==> config.mk <==
export PLATFORM = sky130hd
export DESIGN_NAME = intc_dual_route
export DESIGN_NICKNAME = d
export VERILOG_FILES = /design/src/rtl/intc_pkg.sv /design/src/rtl/intc_line_sense.sv /design/src/rtl/intc_bank_regs.sv /design/src/rtl/intc_lowest_pend.sv /design/src/rtl/intc_dual_route.sv
export SDC_FILE = /design/constraint.sdc
export NUM_CORES = 1
export LEC_CHECK = 0
export ABC_AREA = 1
export BUFFER_PORTS_ARGS = -buffer_cell sky130_fd_sc_hd__buf_2
export CELL_PAD_IN_SITES_DETAIL_PLACEMENT = 0
export CELL_PAD_IN_SITES_GLOBAL_PLACEMENT = 1
export CORE_MARGIN = 5
export CORE_UTILIZATION = 43
export DETAILED_ROUTE_END_ITERATION = 12
export PLACE_DENSITY_LB_ADDON = 0.2
export SLEW_MARGIN = 10
export SYNTH_ARGS = -nofsm -noshare
export SYNTH_HDL_FRONTEND = slang
export SYNTH_SLANG_ARGS = --single-unit
==> constraint.sdc <==
create_clock -name clk -period 32.8 [get_ports clk]
set_clock_uncertainty 0.15 [all_clocks]
set_input_delay 6.56 -clock clk [delete_from_list [all_inputs] [get_ports clk]]
set_output_delay 6.56 -clock clk [all_outputs]
set_load 0.01 [all_outputs]
==> src/rtl/intc_pkg.sv <==
package intc_pkg;

  typedef enum logic [3:0] {
    GRP_ROUTE  = 4'd0,
    GRP_EN     = 4'd1,
    GRP_EN_SET = 4'd2,
    GRP_EN_CLR = 4'd3,
    GRP_TYPE   = 4'd4,
    GRP_POL    = 4'd5,
    GRP_SOFT   = 4'd6,
    GRP_ACK    = 4'd7,
    GRP_RAW    = 4'd8,
    GRP_IRQ_ST = 4'd9,
    GRP_FIQ_ST = 4'd10,
    GRP_MASTER = 4'd11,
    GRP_PEND   = 4'd12
  } grp_e;

  localparam logic [31:0] NO_PEND = 32'hFFFF_FFFF;

endpackage

==> src/rtl/intc_line_sense.sv <==
module intc_line_sense #(
  parameter int W = 32
) (
  input  logic         clk,
  input  logic         rst_n,
  input  logic [W-1:0] line_in,
  input  logic [W-1:0] edge_mode,
  input  logic [W-1:0] act_low,
  input  logic [W-1:0] ack,
  output logic [W-1:0] sensed
);

  logic [W-1:0] sync1_q, sync2_q, prev_q, latch_q;
  logic [W-1:0] rise, fall, edge_now, latch_d;

  always_comb begin
    rise     = sync2_q & ~prev_q;
    fall     = ~sync2_q & prev_q;
    edge_now = edge_mode & ((act_low & fall) | (~act_low & rise));
    latch_d  = (latch_q & ~ack) | edge_now;
    sensed   = (edge_mode & latch_q) | (~edge_mode & (sync2_q ^ act_low));
  end

  always_ff @(posedge clk or negedge rst_n) begin
    if (!rst_n) begin
      sync1_q <= '0;
      sync2_q <= '0;
      prev_q  <= '0;
      latch_q <= '0;
    end else begin
      sync1_q <= line_in;
      sync2_q <= sync1_q;
      prev_q  <= sync2_q;
      latch_q <= latch_d;
    end
  end

  AST_EDGE_BEATS_ACK: assert property (@(posedge clk) disable iff (!rst_n)
    (|(edge_now & ack)) |=> ((latch_q & $past(edge_now & ack)) == $past(edge_now & ack)));

  AST_ACK_EMPTIES: assert property (@(posedge clk) disable iff (!rst_n)
    (|(ack & ~edge_now)) |=> ((latch_q & $past(ack & ~edge_now)) == '0));

endmodule

==> src/rtl/intc_bank_regs.sv <==
module intc_bank_regs
  import intc_pkg::*;
#(
  parameter int W = 32
) (
  input  logic         clk,
  input  logic         rst_n,
  input  logic         wr,
  input  grp_e         grp,
  input  logic [W-1:0] wdata,
  output logic [W-1:0] route_q,
  output logic [W-1:0] en_q,
  output logic [W-1:0] type_q,
  output logic [W-1:0] pol_q,
  output logic [W-1:0] soft_q,
  output logic [W-1:0] ack
);

  logic [W-1:0] route_d, en_d, type_d, pol_d, soft_d;

  always_comb begin
    route_d = route_q;
    en_d    = en_q;
    type_d  = type_q;
    pol_d   = pol_q;
    soft_d  = soft_q;
    ack     = '0;
    if (wr) begin
      case (grp)
        GRP_ROUTE:  route_d = wdata;
        GRP_EN:     en_d    = wdata;
        GRP_EN_SET: en_d    = en_q | wdata;
        GRP_EN_CLR: en_d    = en_q & ~wdata;
        GRP_TYPE:   type_d  = wdata;
        GRP_POL:    pol_d   = wdata;
        GRP_SOFT:   soft_d  = wdata;
        GRP_ACK:    ack     = wdata;
        default:    ;
      endcase
    end
  end

  always_ff @(posedge clk or negedge rst_n) begin
    if (!rst_n) begin
      route_q <= '0;
      en_q    <= '0;
      type_q  <= '0;
      pol_q   <= '0;
      soft_q  <= '0;
    end else begin
      route_q <= route_d;
      en_q    <= en_d;
      type_q  <= type_d;
      pol_q   <= pol_d;
      soft_q  <= soft_d;
    end
  end

  AST_EN_SET_ORS: assert property (@(posedge clk) disable iff (!rst_n)
    (wr && grp == GRP_EN_SET) |=> ((en_q & $past(wdata)) == $past(wdata)));

  AST_EN_CLR_DROPS: assert property (@(posedge clk) disable iff (!rst_n)
    (wr && grp == GRP_EN_CLR) |=> ((en_q & $past(wdata)) == '0));

  AST_EN_KEEPS: assert property (@(posedge clk) disable iff (!rst_n)
    (wr && grp == GRP_EN_SET) |=> ((en_q & $past(en_q)) == $past(en_q)));

endmodule

==> src/rtl/intc_lowest_pend.sv <==
module intc_lowest_pend #(
  parameter int N     = 64,
  parameter int OUT_W = 32
) (
  input  logic [N-1:0]     req,
  output logic [OUT_W-1:0] num
);

  always_comb begin
    num = '1;
    for (int i = N - 1; i >= 0; i--) begin
      if (req[i]) num = OUT_W'(i);
    end
  end

endmodule

==> src/rtl/intc_dual_route.sv <==
module intc_dual_route
  import intc_pkg::*;
#(
  parameter int NUM_LINES = 64,
  parameter int BANK_W    = 32,
  parameter int BANK_AW   = 2
) (
  input  logic                 clk,
  input  logic                 rst_n,
  input  logic [NUM_LINES-1:0] irq_lines,
  input  logic                 bus_we,
  input  logic [BANK_AW+3:0]   bus_addr,
  input  logic [BANK_W-1:0]    bus_wdata,
  output logic [BANK_W-1:0]    bus_rdata,
  output logic                 irq_out,
  output logic                 fiq_out
);

  localparam int NUM_BANKS = NUM_LINES / BANK_W;
  localparam int BIDX_W    = (NUM_BANKS > 1) ? $clog2(NUM_BANKS) : 1;

  logic rst_meta_q, rst_sync_n;

  always_ff @(posedge clk or negedge rst_n) begin
    if (!rst_n) begin
      rst_meta_q <= 1'b0;
      rst_sync_n <= 1'b0;
    end else begin
      rst_meta_q <= 1'b1;
      rst_sync_n <= rst_meta_q;
    end
  end

  grp_e               grp;
  logic [BANK_AW-1:0] bank_sel;
  logic [BIDX_W-1:0]  bank_idx;
  logic               bank_ok;

  assign grp      = grp_e'(bus_addr[BANK_AW+3:BANK_AW]);
  assign bank_sel = bus_addr[BANK_AW-1:0];
  assign bank_idx = bank_sel[BIDX_W-1:0];
  assign bank_ok  = (32'(bank_sel) < NUM_BANKS);

  logic [BANK_W-1:0] route_b [NUM_BANKS];
  logic [BANK_W-1:0] en_b    [NUM_BANKS];
  logic [BANK_W-1:0] type_b  [NUM_BANKS];
  logic [BANK_W-1:0] pol_b   [NUM_BANKS];
  logic [BANK_W-1:0] soft_b  [NUM_BANKS];
  logic [BANK_W-1:0] raw_b   [NUM_BANKS];
  logic [BANK_W-1:0] irq_b   [NUM_BANKS];
  logic [BANK_W-1:0] fiq_b   [NUM_BANKS];
  logic [NUM_LINES-1:0] irq_flat, fiq_flat;

  for (genvar b = 0; b < NUM_BANKS; b++) begin : g_bank
    logic              bank_wr;
    logic [BANK_W-1:0] ack_w, sensed_w;

    assign bank_wr = bus_we && (bank_sel == BANK_AW'(b));

    intc_bank_regs #(.W(BANK_W)) u_regs (
      .clk     (clk),
      .rst_n   (rst_sync_n),
      .wr      (bank_wr),
      .grp     (grp),
      .wdata   (bus_wdata),
      .route_q (route_b[b]),
      .en_q    (en_b[b]),
      .type_q  (type_b[b]),
      .pol_q   (pol_b[b]),
      .soft_q  (soft_b[b]),
      .ack     (ack_w)
    );

    intc_line_sense #(.W(BANK_W)) u_sense (
      .clk       (clk),
      .rst_n     (rst_sync_n),
      .line_in   (irq_lines[b*BANK_W +: BANK_W]),
      .edge_mode (type_b[b]),
      .act_low   (pol_b[b]),
      .ack       (ack_w),
      .sensed    (sensed_w)
    );

    assign raw_b[b] = sensed_w | soft_b[b];
    assign irq_b[b] = raw_b[b] & en_b[b] & ~route_b[b];
    assign fiq_b[b] = raw_b[b] & en_b[b] & route_b[b];
    assign irq_flat[b*BANK_W +: BANK_W] = irq_b[b];
    assign fiq_flat[b*BANK_W +: BANK_W] = fiq_b[b];
  end

  logic [1:0] master_q, master_d;

  always_comb begin
    master_d = master_q;
    if (bus_we && grp == GRP_MASTER && bank_sel == '0) master_d = bus_wdata[1:0];
  end

  always_ff @(posedge clk or negedge rst_sync_n) begin
    if (!rst_sync_n) master_q <= 2'b00;
    else             master_q <= master_d;
  end

  logic [BANK_W-1:0] pend_num;

  intc_lowest_pend #(.N(NUM_LINES), .OUT_W(BANK_W)) u_pend (
    .req (irq_flat),
    .num (pend_num)
  );

  assign irq_out = master_q[0] & (|irq_flat);
  assign fiq_out = master_q[1] & (|fiq_flat);

  always_comb begin
    bus_rdata = '0;
    if (bank_ok) begin
      case (grp)
        GRP_ROUTE:  bus_rdata = route_b[bank_idx];
        GRP_EN:     bus_rdata = en_b[bank_idx];
        GRP_TYPE:   bus_rdata = type_b[bank_idx];
        GRP_POL:    bus_rdata = pol_b[bank_idx];
        GRP_SOFT:   bus_rdata = soft_b[bank_idx];
        GRP_RAW:    bus_rdata = raw_b[bank_idx];
        GRP_IRQ_ST: bus_rdata = irq_b[bank_idx];
        GRP_FIQ_ST: bus_rdata = fiq_b[bank_idx];
        GRP_MASTER: bus_rdata = (bank_sel == '0) ? BANK_W'(master_q) : '0;
        GRP_PEND:   bus_rdata = (bank_sel == '0) ? pend_num : '0;
        default:    bus_rdata = '0;
      endcase
    end
  end

  AST_PEND_DRIVES_IRQ: assert property (@(posedge clk) disable iff (!rst_sync_n)
    (master_q[0] && pend_num != NO_PEND) |-> irq_out);

  AST_PEND_IN_RANGE: assert property (@(posedge clk) disable iff (!rst_sync_n)
    (pend_num != NO_PEND) |-> (pend_num < BANK_W'(NUM_LINES)));

  AST_IRQ_NEEDS_PEND: assert property (@(posedge clk) disable iff (!rst_sync_n)
    irq_out |-> (pend_num != NO_PEND));

endmodule

==> results of run 1 <==
[layout by cell type, fill, tap and decap left out, drive strengths merged, types with 4 or more instances in the layout]
cell type	instances
o221ai	23
nor3	16
o21ai	667
a221oi	19
buf	171
dfrtp	580
a31oi	6
clkinv	6
inv	431
nand2	820
nor4	8
clkbuf	106
o211ai	21
o311ai	4
a2111oi	25
a211oi	22
a21oi	121
o22ai	53
nand3	148
o2111ai	20
a41oi	4
nor2	403
nand4	16
[metal layers]
| metal | wire length [um] | GRT usage | up-vias |
|---|---|---|---|
| li1 | - | - | 12000 |
| met2 | 43600 | 0.426 | 1121 |
| met3 | 7930 | 0.0561 | 214 |
| met5 | 0 | 0 | - |
| met4 | 3530 | 0.0924 | 0 |
| met1 | 41900 | 0.378 | 12300 |
[state kept, by name, summed over array words and instances (netlist names)]
name                    count
g_bank.u_sense.latch_q     64
g_bank.u_regs.pol_q        64
g_bank.u_regs.soft_q       64
rst_sync_n                  1
g_bank.u_regs.type_q       64
g_bank.u_regs.en_q         64
g_bank.u_regs.route_q      64
master_q                    2
g_bank.u_sense.sync2_q     64
g_bank.u_sense.prev_q      64
g_bank.u_sense.sync1_q     64
rst_meta_q                  1
[power breakdown]
group          switching, uW  internal (uW)
Sequential              70.8            803
Combinational            268            119
Clock                    300            447
[stage by stage]
stage / instances / worst slack, ns / instance area, um2 / utilization
after floorplan: 3581 / 15.29 / 28000 / -
after global placement: 4455 / 15.91 / 29500 / 0.458
after detailed placement: 4455 / 16.23 / 29600 / 0.458
after CTS: 4568 / 16.23 / 31700 / 0.492
after global routing: 4568 / 15.85 / 31700 / 0.492
final: 4568 / 16.13 / 31700 / 0.492
[worst paths after layout]
kind	end	cells past startpoint
min reg2reg	g_bank[0].u_sense.sync2_q[0]	0
min in group asynchronous	g_bank[1].u_sense.prev_q[30]	0
max	bus_rdata[24]	14
max reg2reg	g_bank[0].u_regs.en_q[10]	2
min	g_bank[0].u_sense.sync2_q[0]	0
max in group asynchronous	rst_sync_n	1
[cell families after synthesis]
group                  Yosys count
AOI/OAI and AO/OA              999
and+or+nand+nor               1417
other                            1
DFF                            580
buffers and inverters          584
[final cells by class]
type	instances	area, um2
clock inverter	7	62.6
inverter	432	1620
sequential	580	14500
fill	6278	32700
clock buffer	106	2110
multi-input combinational	2417	11400
tap	855	1070
timing repair buffer	171	953
[worst max-delay path, stage by stage]
cell       delay [ns]
buf_2            0.12
nor2_1           0.15
inv_1            0.13
nor3_1           0.41
nand3_1          0.19
a21oi_1          0.25
nand2_1          0.14
nor2_1           0.15
nand2_1          0.14
nor3_4           0.80
buf_4            0.37
a2111oi_0        0.10
nor2_1           0.24
buf_2            0.19
==> impl_metrics.json, run 1 <==
{
  "achievable-frequency_mhz": 60.0,
  "post-route-drc-count": 0,
  "clock_sinks": 580,
  "core.rowCount": 93,
  "post_route_cells_drive_above_1_share": 0.0830,
  "syn-mean-instance-area_um2": 7.81,
  "final_routed_wirelength_um": 97000,
  "clk-insertion-delay-late_ns": 0.61,
  "synthMostInstantiatedCell": "nand2_1",
  "mappedNetlistNets": 3686,
  "synth-async-reset-ratio": 1.00,
  "hp-start": "g_bank[0].u_sense.sync1_q[0]",
  "dominant_combinational_cell_family_by_area_after_synthesis": "simple AND/OR/NAND/NOR gates",
  "post-cts-setup-buffers": 0,
  "min_path_type": "flop to flop",
  "synth_cell_type_count": 45,
  "critical_path.reg2reg.startpoint": "rst_sync_n",
  "grt_first_pass_wirelength_um": 149000,
  "p_total_uw": 2010,
  "num_vias": 25600,
  "worst-r2r-setup-slack_ns": 29.73,
  "fin_nets": 3774,
  "globalplace.congestion": 0.911,
  "clk_root_buffer_cell": "clkbuf_16",
  "antenna-diode-count": 0,
  "drtIter0Drc": 2487,
  "finalMaxSlewViolations": 0,
  "largest_net_degree_at_the_start_of_global_routing": 173,
  "cap_violations": 0,
  "first_global_vias": 24900,
  "power.density_nw_per_um2": 63.3,
  "routedWlPerCell_um": 21.2,
  "initial_core_utilization": 0.434,
  "placement.io_buffers": 138,
  "area_growth_pct": 13.4,
  "run_status": "completed",
  "post-route-period-util": 0.508,
  "seq_area_frac_synth": 0.519,
  "firstDrtPassIters": 6,
  "setup.worst_path.end_class": "output port",
  "worst_setup_path_startpoint": "bus_addr[3]",
  "synth_enable_flop_cells": 0,
  "die_height_um": 265,
  "globalRouteOverflowTotal": 0,
  "tritoncts": "built",
  "worstPathMaxFanout": 12,
  "post_synth_mux_area_share": 0,
  "avgViaCountPerCell": 5.60,
  "netlist_top_cells_area": "dfrtp_1 52%, o21ai_0 12%, nand2_1 11%",
  "mappedNetlistArea_um2": 28000,
  "holdBufCountCts": 0,
  "static-leakage-power_uw": 0.0150,
  "netlist_top_cells_count": "818 x nand2_1, 664 x o21ai_0, 580 x dfrtp_1",
  "synth.top_cell.area_share": 0.519,
  "worstMarginPinSlew_ns": 1.17,
  "antenna_left": 0,
  "vdd_ir_drop_max_uv": 43.8,
  "xor_xnor_share_of_the_synthesized_area": 0,
  "critPathLaunchType": "input port",
  "totalNegativeSetupSlack_ns": 0,
  "crit_arrival_ns": 9.96,
  "cts_max_level": 3,
  "clk_pin_slew_worst_paths_ns": 0.06,
  "synthCells": 3581,
  "critPathKind": "input port to output port",
  "hold_viol_final": 0,
  "io_pins": 139,
  "synth_simple_gate_area_frac": 0.202,
  "grt_antenna_before_repair": 0,
  "slew_headroom": 0.219,
  "synth_largest_area_cell": "dfrtp_1",
  "gr-usage-all-layers": 0.271,
  "die_area_um2": 70200,
  "unrepaired_setup_endpoints_after_global_routing": "false",
  "cts_inserted_buffers": 67,
  "post-dp-hpwl_um": 61200,
  "synthesized_area_fraction_occupied_by_adder_cells": 0,
  "finalSetupViolCount": 0,
  "yosys_register_bits": 580,
  "worst_ep_required_time_ns": 26.09,
  "clock_path_buffers": 3,
  "synth-compound-area-share": 0.200,
  "core_area_um2": 64500,
  "post_cts.resized_instances": 0,
  "synth_warnings": 0,
  "synthFlopType": "dfrtp_1",
  "die_width_um": 265,
  "fin_hold_ws_ns": 0.192,
  "layout_min_cycle_time_ns": 16.67
}
(Power assumes the default switching activity.)
==> inputs of run 2 (changes only) <==
==> constraint.sdc (replaced) <==
create_clock -name clk -period 17 [get_ports clk]
set_clock_uncertainty 0.15 [all_clocks]
set_input_delay 3.4 -clock clk [delete_from_list [all_inputs] [get_ports clk]]
set_output_delay 3.4 -clock clk [all_outputs]
set_load 0.01 [all_outputs]
==> run 2 against run 1 <==
Against the previous run: non-clock buffer count rose by 2; combinational power grew 92%; final cell count grew 0.37%; utilization grew 0.54 points; wire length is 0.56% lower; clock power rose by 120%; first-iteration DRC count rose by 5.5%; critical path type unchanged; critical endpoint is now bus_rdata[13]; highest routed layer unchanged.
==> impl_metrics.json, run 2 (synthesis gave the netlist of run 1 again) <==
{
  "post-route-cell-area_um2": 32100,
  "avgViaCountPerCell": 5.58,
  "die_height_um": 265,
  "worstPathMaxFanout": 11,
  "totalNegativeSetupSlack_ns": 0,
  "multiInputGateArea_um2": 11400,
  "grt_first_pass_wirelength_um": 148000,
  "combPwrFrac": 0.184,
  "layout_min_cycle_time_ns": 10.43,
  "cts_inserted_buffers": 68,
  "initial_core_utilization": 0.434,
  "drtIter0Drc": 2624,
  "static-leakage-power_uw": 0.0151,
  "vdd_ir_drop_max_uv": 92.3,
  "worstMarginPinSlew_ns": 1.23,
  "post-cts-setup-buffers": 0,
  "storage_cell_area_um2": 14500,
  "fin_hold_ws_ns": 0.163,
  "p_int_uw": 2780,
  "power.density_nw_per_um2": 126,
  "post_dp_cell_area_um2": 29600,
  "min_path_type": "flop to async pin",
  "largest_net_degree_at_the_start_of_global_routing": 178,
  "tritoncts": "built",
  "finalSetupViolCount": 0,
  "fin_nets": 3777,
  "post-route-period-util": 0.614,
  "crit_arrival_ns": 6.88,
  "clkPwrFrac": 0.399,
  "clock_sinks": 580,
  "num_vias": 25600,
  "first_global_vias": 24800,
  "clk_root_buffer_cell": "clkbuf_16",
  "final_routed_wirelength_um": 96400,
  "pwr-share-seq": 0.416,
  "mostFrequentLayoutCell": "nand2_1",
  "io_pins": 139,
  "sw_ratio": 0.312,
  "globalRouteOverflowTotal": 0,
  "worst_ep_required_time_ns": 13.45,
  "slew_headroom": 0.172,
  "die_width_um": 265,
  "post-route-drc-count": 0,
  "post-dp-hpwl_um": 61400,
  "achievable-frequency_mhz": 95.8,
  "mostFrequentLayoutCells": "810 x nand2_1, 664 x o21ai_0, 579 x dfrtp_1",
  "core.rowCount": 93,
  "clock_path_buffers": 3,
  "clk-insertion-delay-late_ns": 0.61,
  "p_switching_uw": 1260,
  "post_cts.resized_instances": 0,
  "placement.io_buffers": 138,
  "clk_pin_slew_worst_paths_ns": 0.06,
  "grt_antenna_before_repair": 1,
  "unrepaired_setup_endpoints_after_global_routing": "false",
  "finalMaxSlewViolations": 0,
  "core_area_um2": 64500,
  "cap_violations": 0,
  "critPathLaunchType": "input port",
  "gr-usage-all-layers": 0.269,
  "setup.worst_path.end_class": "output port",
  "cts_max_level": 3,
  "post_route_cells_drive_above_1_share": 0.0883,
  "critPathKind": "input port to output port",
  "antenna_left": 0,
  "p_total_uw": 4050,
  "die_area_um2": 70200,
  "area_growth_pct": 14.7,
  "hold_viol_final": 0,
  "routedWlPerCell_um": 21.0,
  "fill_cells": 6255,
  "firstDrtPassIters": 6,
  "run_status": "completed",
  "globalplace.congestion": 0.920,
  "holdBufCountCts": 0
}
[run 2: changes by cell type in the layout (fill, tap and decap cells not counted), sizes merged]
| cell | previous run | this run |
|---|---|---|
| inv | 431 | 434 |
| clkinv | 6 | 15 |
| buf | 171 | 173 |
| clkbuf | 106 | 94 |
| bufinv | 1 | 12 |
| diode | 0 | 2 |
| clkinvlp | 1 | 3 |
[run 2: path summary, 6_finish.rpt]
check / to / cells after the start / slack [ns] / start
min in group clk: g_bank[0].u_sense.sync2_q[6] / 0 / 0.20 / g_bank[0].u_sense.sync1_q[6]
worst max-delay path: bus_rdata[13] / 14 / 6.57 / bus_addr[3]
max in group asynchronous: rst_sync_n / 1 / 14.18 / rst_n
worst max register to register: g_bank[1].u_regs.en_q[3] / 2 / 14.27 / rst_sync_n
worst min-delay path: g_bank[1].u_sense.sync2_q[30] / 0 / 0.16 / rst_sync_n
worst min register to register: g_bank[1].u_sense.sync2_q[30] / 0 / 0.16 / rst_sync_n
[run 2: routing by layer]
layer,track usage,up-vias,part of all wire
met4,0.0962,0,0.034
met5,0,-,0
met3,0.0438,195,0.079
li1,-,12000,-
met2,0.425,1085,0.46
met1,0.380,12300,0.43
[run 2: power groups by stage]
stage | registers, uW | logic (uW) | clock network (uW)
floorplan | 1680 | 487 | 0
global placement | 1700 | 723 | 0
detailed placement | 1700 | 736 | 0
CTS | 1680 | 741 | 1650
global route | 1710 | 851 | 1710
finish | 1690 | 746 | 1610
[run 2: worst max-delay path: stages]
cell and delay, ns:
buf_2 0.12, nor2_1 0.14, inv_1 0.14, nor3_1 0.39, nand3_1 0.18, a21oi_1 0.25, nand2_1 0.13, nor2_1 0.14
nand2_1 0.12, nor3_2 1.00, buf_4 0.43, a211oi_1 0.09, nor2_1 0.18, buf_2 0.17
[run 2: metrics by stage]
stage	utilization	setup WS, ns	instances
after global routing	0.497	6.34	4583
after floorplan	-	7.41	3581
after detailed placement	0.459	6.68	4457
after global placement	0.459	6.71	4457
after CTS	0.497	6.67	4583
final	0.498	6.57	4585
[run 2: final cells by class]
cell class	instances	share of cell area
repair buffers	173	0.0306
diodes	2	0.000156
clock inverters	32	0.0159
flip-flops and latches	580	0.453
clock buffers	94	0.0618
inverters	432	0.0506
multi-input cells	2417	0.355
well taps	855	0.0334
